## config.mk

```make
export PLATFORM = sky130hd
export DESIGN_NAME = rf_spi_engine
export DESIGN_NICKNAME = d
export VERILOG_FILES = /design/src/rtl/rf_spi_pkg.sv /design/src/rtl/rf_spi_tick.sv /design/src/rtl/rf_spi_shifter.sv /design/src/rtl/rf_cmd_seq.sv /design/src/rtl/rf_spi_engine.sv
export SDC_FILE = /design/constraint.sdc
export NUM_CORES = 1
export LEC_CHECK = 0
export BUFFER_PORTS_ARGS = -buffer_cell sky130_fd_sc_hd__buf_4
export CAP_MARGIN = 40
export CORE_MARGIN = 2
export CORE_UTILIZATION = 58
export CTS_BUF_LIST = sky130_fd_sc_hd__clkbuf_16
export DETAILED_ROUTE_END_ITERATION = 16
export PLACE_DENSITY = 0.88
export SYNTH_ARGS = -nofsm -noshare
export SYNTH_HDL_FRONTEND = slang
export SYNTH_SLANG_ARGS = --single-unit
```

## constraint.sdc

```tcl
create_clock -name clk_i -period 4.18 [get_ports clk_i]
set_clock_uncertainty 0.15 [all_clocks]
set_input_delay 0.418 -clock clk_i [delete_from_list [all_inputs] [get_ports clk_i]]
set_output_delay 0.418 -clock clk_i [all_outputs]
set_load 0.01 [all_outputs]
```

## src/rtl/rf_spi_pkg.sv

```systemverilog
package rf_spi_pkg;
  localparam int unsigned BYTE_W = 8;
  typedef logic [BYTE_W-1:0] byte_t;

  typedef enum logic [2:0] {
    OP_REG_WR  = 3'd0,
    OP_REG_RD  = 3'd1,
    OP_BUF_WR  = 3'd2,
    OP_BUF_RD  = 3'd3,
    OP_SRAM_WR = 3'd4,
    OP_SRAM_RD = 3'd5
  } op_e;

  // kind of the next byte on the wire
  typedef enum logic [2:0] {
    K_CMD   = 3'd0,
    K_ADDR  = 3'd1,
    K_LEN   = 3'd2,
    K_RLEN  = 3'd3,
    K_WDATA = 3'd4,
    K_RDATA = 3'd5
  } kind_e;

  typedef enum logic [2:0] {
    S_IDLE = 3'd0,
    S_SEL  = 3'd1,
    S_LOAD = 3'd2,
    S_XFER = 3'd3,
    S_END  = 3'd4
  } seq_st_e;
endpackage

```

## src/rtl/rf_spi_tick.sv

```systemverilog
module rf_spi_tick #(
  parameter int unsigned HALF = 2
) (
  input  logic clk_i,
  input  logic rst_ni,
  input  logic en_i,
  output logic tick_o
);
  localparam int unsigned CW = (HALF > 1) ? $clog2(HALF) : 1;

  logic [CW-1:0] cnt_q;

  assign tick_o = en_i && (cnt_q == CW'(HALF - 1));

  always_ff @(posedge clk_i or negedge rst_ni) begin
    if (!rst_ni)              cnt_q <= '0;
    else if (!en_i || tick_o) cnt_q <= '0;
    else                      cnt_q <= cnt_q + 1'b1;
  end
endmodule

```

## src/rtl/rf_spi_shifter.sv

```systemverilog
module rf_spi_shifter
  import rf_spi_pkg::*;
#(
  parameter int unsigned HALF = 2
) (
  input  logic  clk_i,
  input  logic  rst_ni,
  input  logic  go_i,
  input  byte_t tx_i,
  input  logic  miso_i,
  output logic  sck_o,
  output logic  mosi_o,
  output logic  busy_o,
  output logic  done_o,
  output byte_t rx_o
);
  logic       active_q, sck_q, done_q, tick;
  logic [2:0] bit_q;
  byte_t      sh_q, rx_q;

  rf_spi_tick #(.HALF(HALF)) u_tick (
    .clk_i  (clk_i),
    .rst_ni (rst_ni),
    .en_i   (active_q),
    .tick_o (tick)
  );

  always_ff @(posedge clk_i or negedge rst_ni) begin
    if (!rst_ni) begin
      active_q <= 1'b0;
      sck_q    <= 1'b0;
      done_q   <= 1'b0;
      bit_q    <= '0;
      sh_q     <= '0;
      rx_q     <= '0;
    end else begin
      done_q <= 1'b0;
      if (go_i && !active_q) begin
        active_q <= 1'b1;
        sh_q     <= tx_i;
        bit_q    <= '0;
        sck_q    <= 1'b0;
      end else if (active_q && tick) begin
        if (!sck_q) begin
          // sample at end of low phase, before the rising edge
          rx_q  <= {rx_q[BYTE_W-2:0], miso_i};
          sck_q <= 1'b1;
        end else begin
          sck_q <= 1'b0;
          if (bit_q == 3'd7) begin
            active_q <= 1'b0;
            done_q   <= 1'b1;
          end else begin
            bit_q <= bit_q + 3'd1;
            sh_q  <= {sh_q[BYTE_W-2:0], 1'b0};
          end
        end
      end
    end
  end

  assign sck_o  = sck_q;
  assign mosi_o = active_q ? sh_q[BYTE_W-1] : 1'b0;
  assign busy_o = active_q;
  assign done_o = done_q;
  assign rx_o   = rx_q;

  logic [15:0] hi_cnt_q;
  always_ff @(posedge clk_i or negedge rst_ni) begin
    if (!rst_ni)    hi_cnt_q <= '0;
    else if (sck_q) hi_cnt_q <= hi_cnt_q + 16'd1;
    else            hi_cnt_q <= '0;
  end

  p_mosi_hold_r2: assert property (@(posedge clk_i) disable iff (!rst_ni)
    (sck_q && $past(sck_q)) |-> $stable(mosi_o));

  p_sck_width_r10: assert property (@(posedge clk_i) disable iff (!rst_ni)
    sck_q |-> (hi_cnt_q < 16'(HALF)));
endmodule

```

## src/rtl/rf_cmd_seq.sv

```systemverilog
module rf_cmd_seq
  import rf_spi_pkg::*;
#(
  parameter byte_t CMD_REG_WR   = 8'hC0,
  parameter byte_t CMD_REG_RD   = 8'h80,
  parameter byte_t CMD_BUF_WR   = 8'h60,
  parameter byte_t CMD_BUF_RD   = 8'h20,
  parameter byte_t CMD_SRAM_WR  = 8'h40,
  parameter byte_t CMD_SRAM_RD  = 8'h00,
  parameter byte_t REG_IDX_MASK = 8'h3F
) (
  input  logic       clk_i,
  input  logic       rst_ni,
  input  logic       start_i,
  input  logic [2:0] op_i,
  input  byte_t      addr_i,
  input  byte_t      wr_len_i,
  input  byte_t      rd_max_i,
  input  logic       wr_valid_i,
  input  byte_t      wr_data_i,
  output logic       wr_ready_o,
  output logic       rd_valid_o,
  output byte_t      rd_data_o,
  output byte_t      rd_len_o,
  output logic       done_o,
  output logic       busy_o,
  output logic       csn_o,
  output logic       sh_go_o,
  output byte_t      sh_tx_o,
  input  logic       sh_done_i,
  input  byte_t      sh_rx_i
);
  seq_st_e st_q;
  kind_e   kind_q;
  op_e     op_q;
  byte_t   addr_q, wlen_q, rmax_q, rem_q, rcnt_q, rd_data_q, clip;
  logic    csn_q, done_q, rd_valid_q, accept;
  byte_t   cmd_code;
  logic    is_reg;

  assign accept = (st_q == S_IDLE) && start_i && (op_i <= 3'd5);

  // read count after the length byte: L + 1 (quality byte), clipped to limit
  always_comb begin
    if (({1'b0, sh_rx_i} + 9'd1) > {1'b0, rmax_q}) clip = rmax_q;
    else                                            clip = sh_rx_i + 8'd1;
  end

  always_comb begin
    is_reg = 1'b0;
    unique case (op_q)
      OP_REG_WR:  begin cmd_code = CMD_REG_WR; is_reg = 1'b1; end
      OP_REG_RD:  begin cmd_code = CMD_REG_RD; is_reg = 1'b1; end
      OP_BUF_WR:  cmd_code = CMD_BUF_WR;
      OP_BUF_RD:  cmd_code = CMD_BUF_RD;
      OP_SRAM_WR: cmd_code = CMD_SRAM_WR;
      default:    cmd_code = CMD_SRAM_RD;
    endcase
  end

  always_comb begin
    unique case (kind_q)
      K_CMD:   sh_tx_o = cmd_code | (is_reg ? (addr_q & REG_IDX_MASK) : 8'h00);
      K_ADDR:  sh_tx_o = addr_q;
      K_LEN:   sh_tx_o = wlen_q;
      K_WDATA: sh_tx_o = wr_data_i;
      default: sh_tx_o = 8'h00;
    endcase
  end

  assign wr_ready_o = (st_q == S_LOAD) && (kind_q == K_WDATA);
  assign sh_go_o    = (st_q == S_LOAD) && ((kind_q != K_WDATA) || wr_valid_i);

  always_ff @(posedge clk_i or negedge rst_ni) begin
    if (!rst_ni) begin
      st_q       <= S_IDLE;
      kind_q     <= K_CMD;
      op_q       <= OP_REG_WR;
      addr_q     <= '0;
      wlen_q     <= '0;
      rmax_q     <= '0;
      rem_q      <= '0;
      rcnt_q     <= '0;
      rd_data_q  <= '0;
      csn_q      <= 1'b1;
      done_q     <= 1'b0;
      rd_valid_q <= 1'b0;
    end else begin
      done_q     <= 1'b0;
      rd_valid_q <= 1'b0;
      unique case (st_q)
        S_IDLE: if (accept) begin
          op_q   <= op_e'(op_i);
          addr_q <= addr_i;
          wlen_q <= wr_len_i;
          rmax_q <= rd_max_i;
          rcnt_q <= '0;
          csn_q  <= 1'b0;
          st_q   <= S_SEL;
        end
        S_SEL: begin
          kind_q <= K_CMD;
          st_q   <= S_LOAD;
        end
        S_LOAD: if (sh_go_o) st_q <= S_XFER;
        S_XFER: if (sh_done_i) begin
          st_q <= S_LOAD;
          unique case (kind_q)
            K_CMD: begin
              unique case (op_q)
                OP_REG_WR: begin kind_q <= K_WDATA; rem_q <= 8'd1; end
                OP_REG_RD: begin kind_q <= K_RDATA; rem_q <= 8'd1; end
                OP_BUF_WR: kind_q <= K_LEN;
                OP_BUF_RD: kind_q <= K_RLEN;
                default:   kind_q <= K_ADDR;
              endcase
            end
            K_ADDR: begin
              rem_q  <= 8'd1;
              kind_q <= (op_q == OP_SRAM_WR) ? K_WDATA : K_RDATA;
            end
            K_LEN: begin
              rem_q  <= wlen_q;
              kind_q <= K_WDATA;
              if (wlen_q == 8'd0) st_q <= S_END;
            end
            K_RLEN: begin
              rem_q  <= clip;
              kind_q <= K_RDATA;
              if (clip == 8'd0) st_q <= S_END;
            end
            K_RDATA: begin
              rd_valid_q <= 1'b1;
              rd_data_q  <= sh_rx_i;
              rcnt_q     <= rcnt_q + 8'd1;
              rem_q      <= rem_q - 8'd1;
              if (rem_q == 8'd1) st_q <= S_END;
            end
            default: begin
              rem_q <= rem_q - 8'd1;
              if (rem_q == 8'd1) st_q <= S_END;
            end
          endcase
        end
        default: begin
          csn_q  <= 1'b1;
          done_q <= 1'b1;
          st_q   <= S_IDLE;
        end
      endcase
    end
  end

  assign rd_valid_o = rd_valid_q;
  assign rd_data_o  = rd_data_q;
  assign rd_len_o   = rcnt_q;
  assign done_o     = done_q;
  assign busy_o     = (st_q != S_IDLE);
  assign csn_o      = csn_q;

  p_done_pulse_r11: assert property (@(posedge clk_i) disable iff (!rst_ni)
    done_q |=> !done_q);

  p_clip_r6: assert property (@(posedge clk_i) disable iff (!rst_ni)
    (done_q && op_q == OP_BUF_RD) |-> (rcnt_q <= rmax_q));

  p_restart_ignored_r8: assert property (@(posedge clk_i) disable iff (!rst_ni)
    (st_q != S_IDLE && start_i) |=> ($stable(op_q) && $stable(addr_q) && $stable(wlen_q)));

  p_stream_only_when_xfer_r9: assert property (@(posedge clk_i) disable iff (!rst_ni)
    rd_valid_q |-> !csn_q);
endmodule

```

## src/rtl/rf_spi_engine.sv

```systemverilog
module rf_spi_engine
  import rf_spi_pkg::*;
#(
  parameter int unsigned HALF_DIV     = 2,
  parameter byte_t       CMD_REG_WR   = 8'hC0,
  parameter byte_t       CMD_REG_RD   = 8'h80,
  parameter byte_t       CMD_BUF_WR   = 8'h60,
  parameter byte_t       CMD_BUF_RD   = 8'h20,
  parameter byte_t       CMD_SRAM_WR  = 8'h40,
  parameter byte_t       CMD_SRAM_RD  = 8'h00,
  parameter byte_t       REG_IDX_MASK = 8'h3F
) (
  input  logic       clk_i,
  input  logic       rst_ni,
  input  logic       start_i,
  input  logic [2:0] op_i,
  input  logic [7:0] addr_i,
  input  logic [7:0] wr_len_i,
  input  logic [7:0] rd_max_i,
  input  logic       wr_valid_i,
  input  logic [7:0] wr_data_i,
  output logic       wr_ready_o,
  output logic       rd_valid_o,
  output logic [7:0] rd_data_o,
  output logic [7:0] rd_len_o,
  output logic       done_o,
  output logic       busy_o,
  output logic       spi_csn_o,
  output logic       spi_sck_o,
  output logic       spi_mosi_o,
  input  logic       spi_miso_i
);
  logic  sh_go, sh_done, sh_busy;
  byte_t sh_tx, sh_rx;

  rf_cmd_seq #(
    .CMD_REG_WR   (CMD_REG_WR),
    .CMD_REG_RD   (CMD_REG_RD),
    .CMD_BUF_WR   (CMD_BUF_WR),
    .CMD_BUF_RD   (CMD_BUF_RD),
    .CMD_SRAM_WR  (CMD_SRAM_WR),
    .CMD_SRAM_RD  (CMD_SRAM_RD),
    .REG_IDX_MASK (REG_IDX_MASK)
  ) u_seq (
    .clk_i      (clk_i),
    .rst_ni     (rst_ni),
    .start_i    (start_i),
    .op_i       (op_i),
    .addr_i     (addr_i),
    .wr_len_i   (wr_len_i),
    .rd_max_i   (rd_max_i),
    .wr_valid_i (wr_valid_i),
    .wr_data_i  (wr_data_i),
    .wr_ready_o (wr_ready_o),
    .rd_valid_o (rd_valid_o),
    .rd_data_o  (rd_data_o),
    .rd_len_o   (rd_len_o),
    .done_o     (done_o),
    .busy_o     (busy_o),
    .csn_o      (spi_csn_o),
    .sh_go_o    (sh_go),
    .sh_tx_o    (sh_tx),
    .sh_done_i  (sh_done),
    .sh_rx_i    (sh_rx)
  );

  rf_spi_shifter #(.HALF(HALF_DIV)) u_shift (
    .clk_i  (clk_i),
    .rst_ni (rst_ni),
    .go_i   (sh_go),
    .tx_i   (sh_tx),
    .miso_i (spi_miso_i),
    .sck_o  (spi_sck_o),
    .mosi_o (spi_mosi_o),
    .busy_o (sh_busy),
    .done_o (sh_done),
    .rx_o   (sh_rx)
  );

  p_shift_inside_frame_r1: assert property (@(posedge clk_i) disable iff (!rst_ni)
    sh_busy |-> !spi_csn_o);

  p_no_clock_deselected_r1: assert property (@(posedge clk_i) disable iff (!rst_ni)
    spi_csn_o |-> !spi_sck_o);

  p_stall_holds_clock_r9: assert property (@(posedge clk_i) disable iff (!rst_ni)
    (wr_ready_o && !wr_valid_i) |-> (!spi_sck_o && !sh_busy));

  p_idle_not_busy_r11: assert property (@(posedge clk_i) disable iff (!rst_ni)
    done_o |-> (!busy_o && spi_csn_o));
endmodule

```

Yosys cells after proc, flatten, opt, wreduce, memory -nomap -nowiden
Index checks and enable logic that the tools add are counted.
- bitwise gates (word level): 4
- equal/unequal tests: 22
- shift operators: 0
- div/mod/pow operators: 0
- reductions and logical operators: 35
- $add $sub $neg: 6
- multipliers: 0
- magnitude comparators: 2
- mux-type cells: 51
- operators by type and width (kind ; count):
    two-way mux 8 bit ; 9
    one-hot mux 8 bit (4 select lines) ; 2
    one-hot mux 8 bit (5 select lines) ; 1
    one-hot mux 3 bit (4 select lines) ; 3
    two-way mux 3 bit ; 11
    AND reduction 3 bit ; 7
    two-way mux 1 bit ; 20
    == test 3 x 2 -> 1 bit (second input constant) ; 6
    adder 8 x 1 -> 8 bit (second input constant) ; 2
    zero test 8 bit ; 2
    one-hot mux 8 bit (2 select lines) ; 1
    == test 3 bit (second input constant) ; 4
    inequality test 2 x 1 -> 1 bit (second input constant) ; 5
    nonzero test 2 bit ; 5
    adder 8 x 1 -> 9 bit (second input constant) ; 1
    == test 3 x 1 -> 1 bit (second input constant) ; 3
    > comparator 9 x 8 -> 1 bit ; 1
    zero test 3 bit ; 3
    one-hot mux 3 bit (3 select lines) ; 1
    == test 8 x 1 -> 1 bit (second input constant) ; 1
    bitwise OR 8 bit ; 1
    subtractor 8 x 1 -> 8 bit (second input constant) ; 1
    logical AND 1 bit ; 7
    two-way mux 6 bit ; 1
    other kinds (17) ; 22
- memories: 0
- ROM bits: 0
- latch bits: 0
- memory bits (writable): 0
- flip-flop bits (word level): 83

Logic depth before layout (Yosys ltp)
- depth in word-level cells: 8
- mapped depth: 13

Modules after synthesis
From an unflattened synthesis, not the netlist that was laid out.
- cell total of the unflattened synthesis: 464
- area, all modules: 4424.2 um^2
- modules (own cells, without submodules) (module ; area an instance (um^2) ; cells an instance ; times used ; seq. area each (um^2)):
    rf_cmd_seq ; 3452.1 ; 392 ; 1 ; 1502.7
    rf_spi_shifter ; 930.9 ; 69 ; 1 ; 550.5
    rf_spi_tick ; 41.3 ; 3 ; 1 ; 25.0

Worst setup path before layout
Ideal clock, no wire load.
- kind: register to register
- start: register u_shift.rx_q[0] (netlist: u_shift.rx_o[0])
- end: register u_seq.rem_q[6]
- library setup time: 0.104 ns
- stages on the path, launching flop included: 13
- path slack: 1.213 ns
- period minus slack after synthesis: 2.967 ns
- data arrival time: 2.713 ns
- cells stage by stage: dfrtp_1 ha_1 and4_1 nand2_1 xnor2_1 ha_1 a21o_1 a21oi_1 nor4b_4 or2_1 buf_4 mux2i_1 a221oi_1
- word-level cells in the longest chain between the ends: 4
- elaborated cells on any way between the ends: 5
- those cells by class: 2 x add/sub; 1 x order compare; 2 x mux
- ends and longest elaborated chain (what ; RTL line ; text):
    from (decl) ; rf_spi_shifter.sv:19 ; byte_t sh_q, rx_q;
    from (signal assigned) ; rf_spi_shifter.sv:46 ; rx_q <= {rx_q[BYTE_W-2:0], miso_i};
    adder 8 x 1 -> 9 bit ; rf_cmd_seq.sv:45 ; if (({1'b0, sh_rx_i} + 9'd1) > {1'b0, rmax_q}) clip = rmax_q;
    > comparator 9 x 8 -> 1 bit ; rf_cmd_seq.sv:45 ;
    two-way mux 8 bit (*) ; rf_cmd_seq.sv:45 ;
    one-hot mux 8 bit (4 select lines) (*) ; rf_cmd_seq.sv:108 ; unique case (kind_q)
    to (signal assigned) ; rf_cmd_seq.sv:123 ; rem_q <= wlen_q;
    to (signal assigned) ; rf_cmd_seq.sv:128 ; rem_q <= clip;
    to (signal assigned) ; rf_cmd_seq.sv:136 ; rem_q <= rem_q - 8'd1;
    to (decl) ; rf_cmd_seq.sv:36 ; byte_t addr_q, wlen_q, rmax_q, rem_q, rcnt_q, rd_data_q, clip;
Mark *: on every way between the ends. The rest lies on a longest branch, timed or not.
A chain may end at the register's enable or synchronous reset.

Worst setup path after layout
- start: register u_shift.rx_q[0] (netlist: u_shift.rx_o[0])
- end: register u_seq.st_q[1]
- word-level cells in the longest chain between the ends: 8
- elaborated cells on any way between the ends: 9
- those cells by class: 2 x add/sub; 1 x order compare; 5 x mux; 1 x reduce/logical
- ends and longest elaborated chain (what ; RTL line ; text):
    adder 8 x 1 -> 9 bit ; rf_cmd_seq.sv:45 ;
    > comparator 9 x 8 -> 1 bit ; rf_cmd_seq.sv:45 ;
    two-way mux 8 bit (*) ; rf_cmd_seq.sv:45 ;
    zero test 8 bit (*) ; rf_cmd_seq.sv:130 ; if (clip == 8'd0) st_q <= S_END;
    two-way mux 3 bit (*) ; rf_cmd_seq.sv:130 ;
    one-hot mux 3 bit (3 select lines) (*) ; rf_cmd_seq.sv:108 ;
    two-way mux 3 bit (*) ; rf_cmd_seq.sv:106 ; S_XFER: if (sh_done_i) begin
    one-hot mux 3 bit (4 select lines) (*) ; rf_cmd_seq.sv:91 ; unique case (st_q)
    to (signal assigned) ; rf_cmd_seq.sv:105 ; S_LOAD: if (sh_go_o) st_q <= S_XFER;
    to (signal assigned) ; rf_cmd_seq.sv:107 ; st_q <= S_LOAD;
    to (signal assigned) ; rf_cmd_seq.sv:130 ;
    to (decl) ; rf_cmd_seq.sv:33 ; seq_st_e st_q;
Mark *: on every way between the ends. The rest lies on a longest branch, timed or not. The select of a mux whose other input is x is not followed.

==> results.md <==
* Footprint of the multi-input gates at 2300 sq um
* Critical Path End Type: flop
* VDD IR max at 0.414 mV
* H-tree depth at 3
* TritonRoute pass-1 iters at 7
* Fin crit period at 3.71 ns
* Crit path cell chain: ha_1 > and4_1 > nand2_1 > xnor2_1 > ha_1 > nand3_1 > nor3_1 > nor2b_1 > or2_1 > a311oi_1 > nor4_1
* Comb pwr share at 35.6%
* Final-report max-slew violation count at 0
* DR vias at 4108
* Leading area contributor after synthesis: dfrtp_1
* Internal Power at 1.95 mW
* MaxCap Viol Count at 0
* Synthesized flop and latch total at 83
* Setup TNS at 0 ns
* Clock Pin Slew Worst Setup and Hold Paths at 0.07 ns
* DRT iter0 DRCs at 349
* First-pass GRT wire length at 19300 um
* Post-synth EDFFs at 0
* Fmax at 270 MHz
* DR WL/cell at 17.9 um
* Initial antenna violation count at 0
* Dpl hpwl at 8370 um
* Reg2reg path depth at 11
* Die width at 92.7 um
* Startpoint Class: flop
* CTS Root Buffer Type: clkbuf_16
* Tcrit/Tclk final at 88.7%
* Clock power frac at 25.5%
* HP Class: in2reg
* RSZ-0062 raised after global routing: false
* Overall power at 3.19 mW
* Nets@finish at 611
* Final WL at 11900 um
* Post-synthesis cell count at 506
* Switch Pwr at 1.24 mW
* Mapped Nets at 560
* Top FF cell, synth: dfrtp_1
* Sequential power share at 38.9%
* Asr flop ratio synth at 100%
* Sequential area share after synthesis at 45.5%
* Die area at 8600 sq um
* Row cnt at 32
* Rel. slew slack at 42.2%
* Number of global-route vias before repair at 3955
* Io pins at 63
* Syn. warnings at 0
* Layout area overhead at 18.1%
* Worst reg2reg startpoint: u_shift.rx_o[0]
* Layout cells sized above 1 at 19.2%
* Slowest CP cell: dfrtp_1
* CTS tree: yes
* Vias per cell at 6.19
* Final ANT Viol Nets at 0
* Worst Hold Path EP: u_seq.wlen_q[1]
* Number of buffers created by CTS at 9
* Drc violations at 0
* R2R Setup Slk at 0.47 ns
* Final hold vios at 0
* Hold-critical path depth at 3
* ANT cells at 0
* Sequential standard cell area at 2080 sq um
* Worst Path Arrival at 3.79 ns
* Syn_area_per_cell at 9.03 sq um
* Synth cell count leaders: nand2_1 (98), dfrtp_1 (82), nor2_1 (50), o21ai_0 (27), a21oi_1 (24)
* Critical-path maximum fanout at 8
* Deepest clock path buffer count at 2
* Worst Hold Launch: wr_len_i[1]
* Fillers at 572
* Die Ht at 92.7 um
* Reg2reg end: u_seq.st_q[1]
* Core area at 7690 sq um
* Clock sinks at 83
* Synth top area share at 44.9%
* Tot GR Track Use at 28.8%
* Post-synthesis cell area at 4570 sq um
* Status: completed
* Synth area leaders: dfrtp_1 (45%), nand2_1 (8.1%), nor2_1 (4.1%)
* Largest net degree at the start of global routing at 47
* Routability cong. at 0.919
* Sw frac at 39.0%
* Yosys cell types at 66
* Endpoints failing setup at 0
* Slowest stage delay, CP at 0.51 ns
* Global route overflow at 0
* Worst slew pin tran at 0.864 ns
* Data required time at the worst endpoint at 4.26 ns
* Leakage at 2.55 nW
* Post-CTS Setup Inserts at 0
* Final core utilization at 70.2%
* Clock latency on the worst-skew pair at 0.35 ns
* Most Frequent Cell on Critical Path: ha_1
* Initial Utilization at 59.4%
* Worst setup path class: reg2reg
* Most common cell in the netlist: nand2_1
* IO Port Bufs at 62
* Pwr dens at 592 nW/um^2
==> power groups by stage <==
stage | clock [mW] | combinational (mW) | sequential, mW
after floorplan | 0 | 0.892 | 1.12
after global placement | 0 | 1.03 | 1.22
after detailed placement | 0 | 1.10 | 1.23
after CTS | 0.815 | 1.12 | 1.23
after global routing | 0.840 | 1.26 | 1.26
final | 0.813 | 1.14 | 1.24
==> worst max-delay path by stage <==
| stage | from | to | slack [ns] | cells after the start |
|---|---|---|---|---|
| final | u_shift.rx_o[0] | u_seq.st_q[1] | 0.47 | 11 |
| after global routing | u_shift.rx_o[0] | u_seq.st_q[1] | 0.18 | 11 |
| after CTS | u_shift.rx_o[0] | u_seq.st_q[1] | 0.59 | 11 |
| after detailed placement | u_shift.rx_o[0] | u_seq.st_q[1] | 0.64 | 11 |
| after global placement | u_shift.rx_o[0] | u_seq.rem_q[6] | 0.92 | 11 |
| after floorplan | u_shift.rx_o[0] | u_seq.rem_q[6] | 1.21 | 12 |
==> metal layers <==
layer	vias to the layer above	wire length (um)	GRT usage (%)
met5	-	0	0
met4	0	327	11.9
met3	29	928	5.86
met2	217	5700	47.2
met1	1970	4960	37.6
li1	1892	-	-
==> layout make-up <==
class | count | share of cell area (%)
timing repair buffer | 67 | 9.69
inverter | 17 | 1.18
tap | 102 | 2.37
clock inverter | 7 | 1.41
clock buffer | 9 | 4.17
multi-input combinational | 379 | 42.6
sequential | 83 | 38.5
==> state kept, by name, indices dropped and copies added (netlist names), 3 cells and up <==
signal and flops:
u_seq.kind_q 3, u_seq.addr_q 8, u_seq.rem_q 8, u_shift.sh_q 8, u_seq.rd_data_o 8, u_shift.rx_o 8
u_seq.rd_len_o 8, u_seq.st_q 3, u_shift.bit_q 3, u_seq.op_q 3, u_seq.rmax_q 8, u_seq.wlen_q 8
==> logic make-up after synthesis <==
logic type	count (synthesis)	share of synthesized area (%)
mux	21	5.04
fa+ha+maj	14	3.84
compound gates	111	16.4
xor+xnor	12	2.30
buf+inv	44	4.11
flops	83	45.5
simple gates	221	22.8
==> worst max-delay path: cells and delay by family (launching register included) <==
kind | cells | cell delay [ns]
DFF | 1 | 0.51
AOI/OAI and AO/OA | 1 | 0.17
and+or+nand+nor | 7 | 1.94
adders and majority gates | 2 | 0.65
xor gates and xnor gates | 1 | 0.18
==> per-stage QoR <==
stage	setup WS [ns]	hold WS, ns	instances	area, sq um
2_1_floorplan	1.21	-0.0276	506	4570
3_3_place_gp	0.919	0.285	645	5050
3_5_place_dp	0.643	0.280	647	5080
4_1_cts	0.585	0.110	664	5400
5_1_grt	0.181	0.127	664	5400
6_report	0.472	0.113	664	5400
==> what timing repair did <==
action / in CTS / in global routing
hold buffers: 1 / 0
resized for setup: 0 / 0
endpoints found under the hold margin: 37 / 0
==> layout by cell type, fill, tap and decap left out, drive strengths merged, types with 2 or more instances in the layout <==
cell type	n
nor2b	5
o21bai	4
o2bb2ai	3
xnor2	6
nor4	7
nand3	12
a22oi	2
nor2	51
clkinv	2
or3	2
o22a	4
dfrtp	82
a21oi	25
nor4b	2
nor3	13
a21o	4
o21ai	28
xor2	6
and2	2
mux2	16
o21a	5
nand2b	7
o41ai	4
nand4	6
nand3b	3
mux2i	5
inv	21
buf	66
a222oi	6
nand2	98
or2	3
a22o	2
a31oi	3
a211oi	6
clkbuf	9
ha	14
o22ai	7
or4b	2
(Power assumes the default switching activity.)
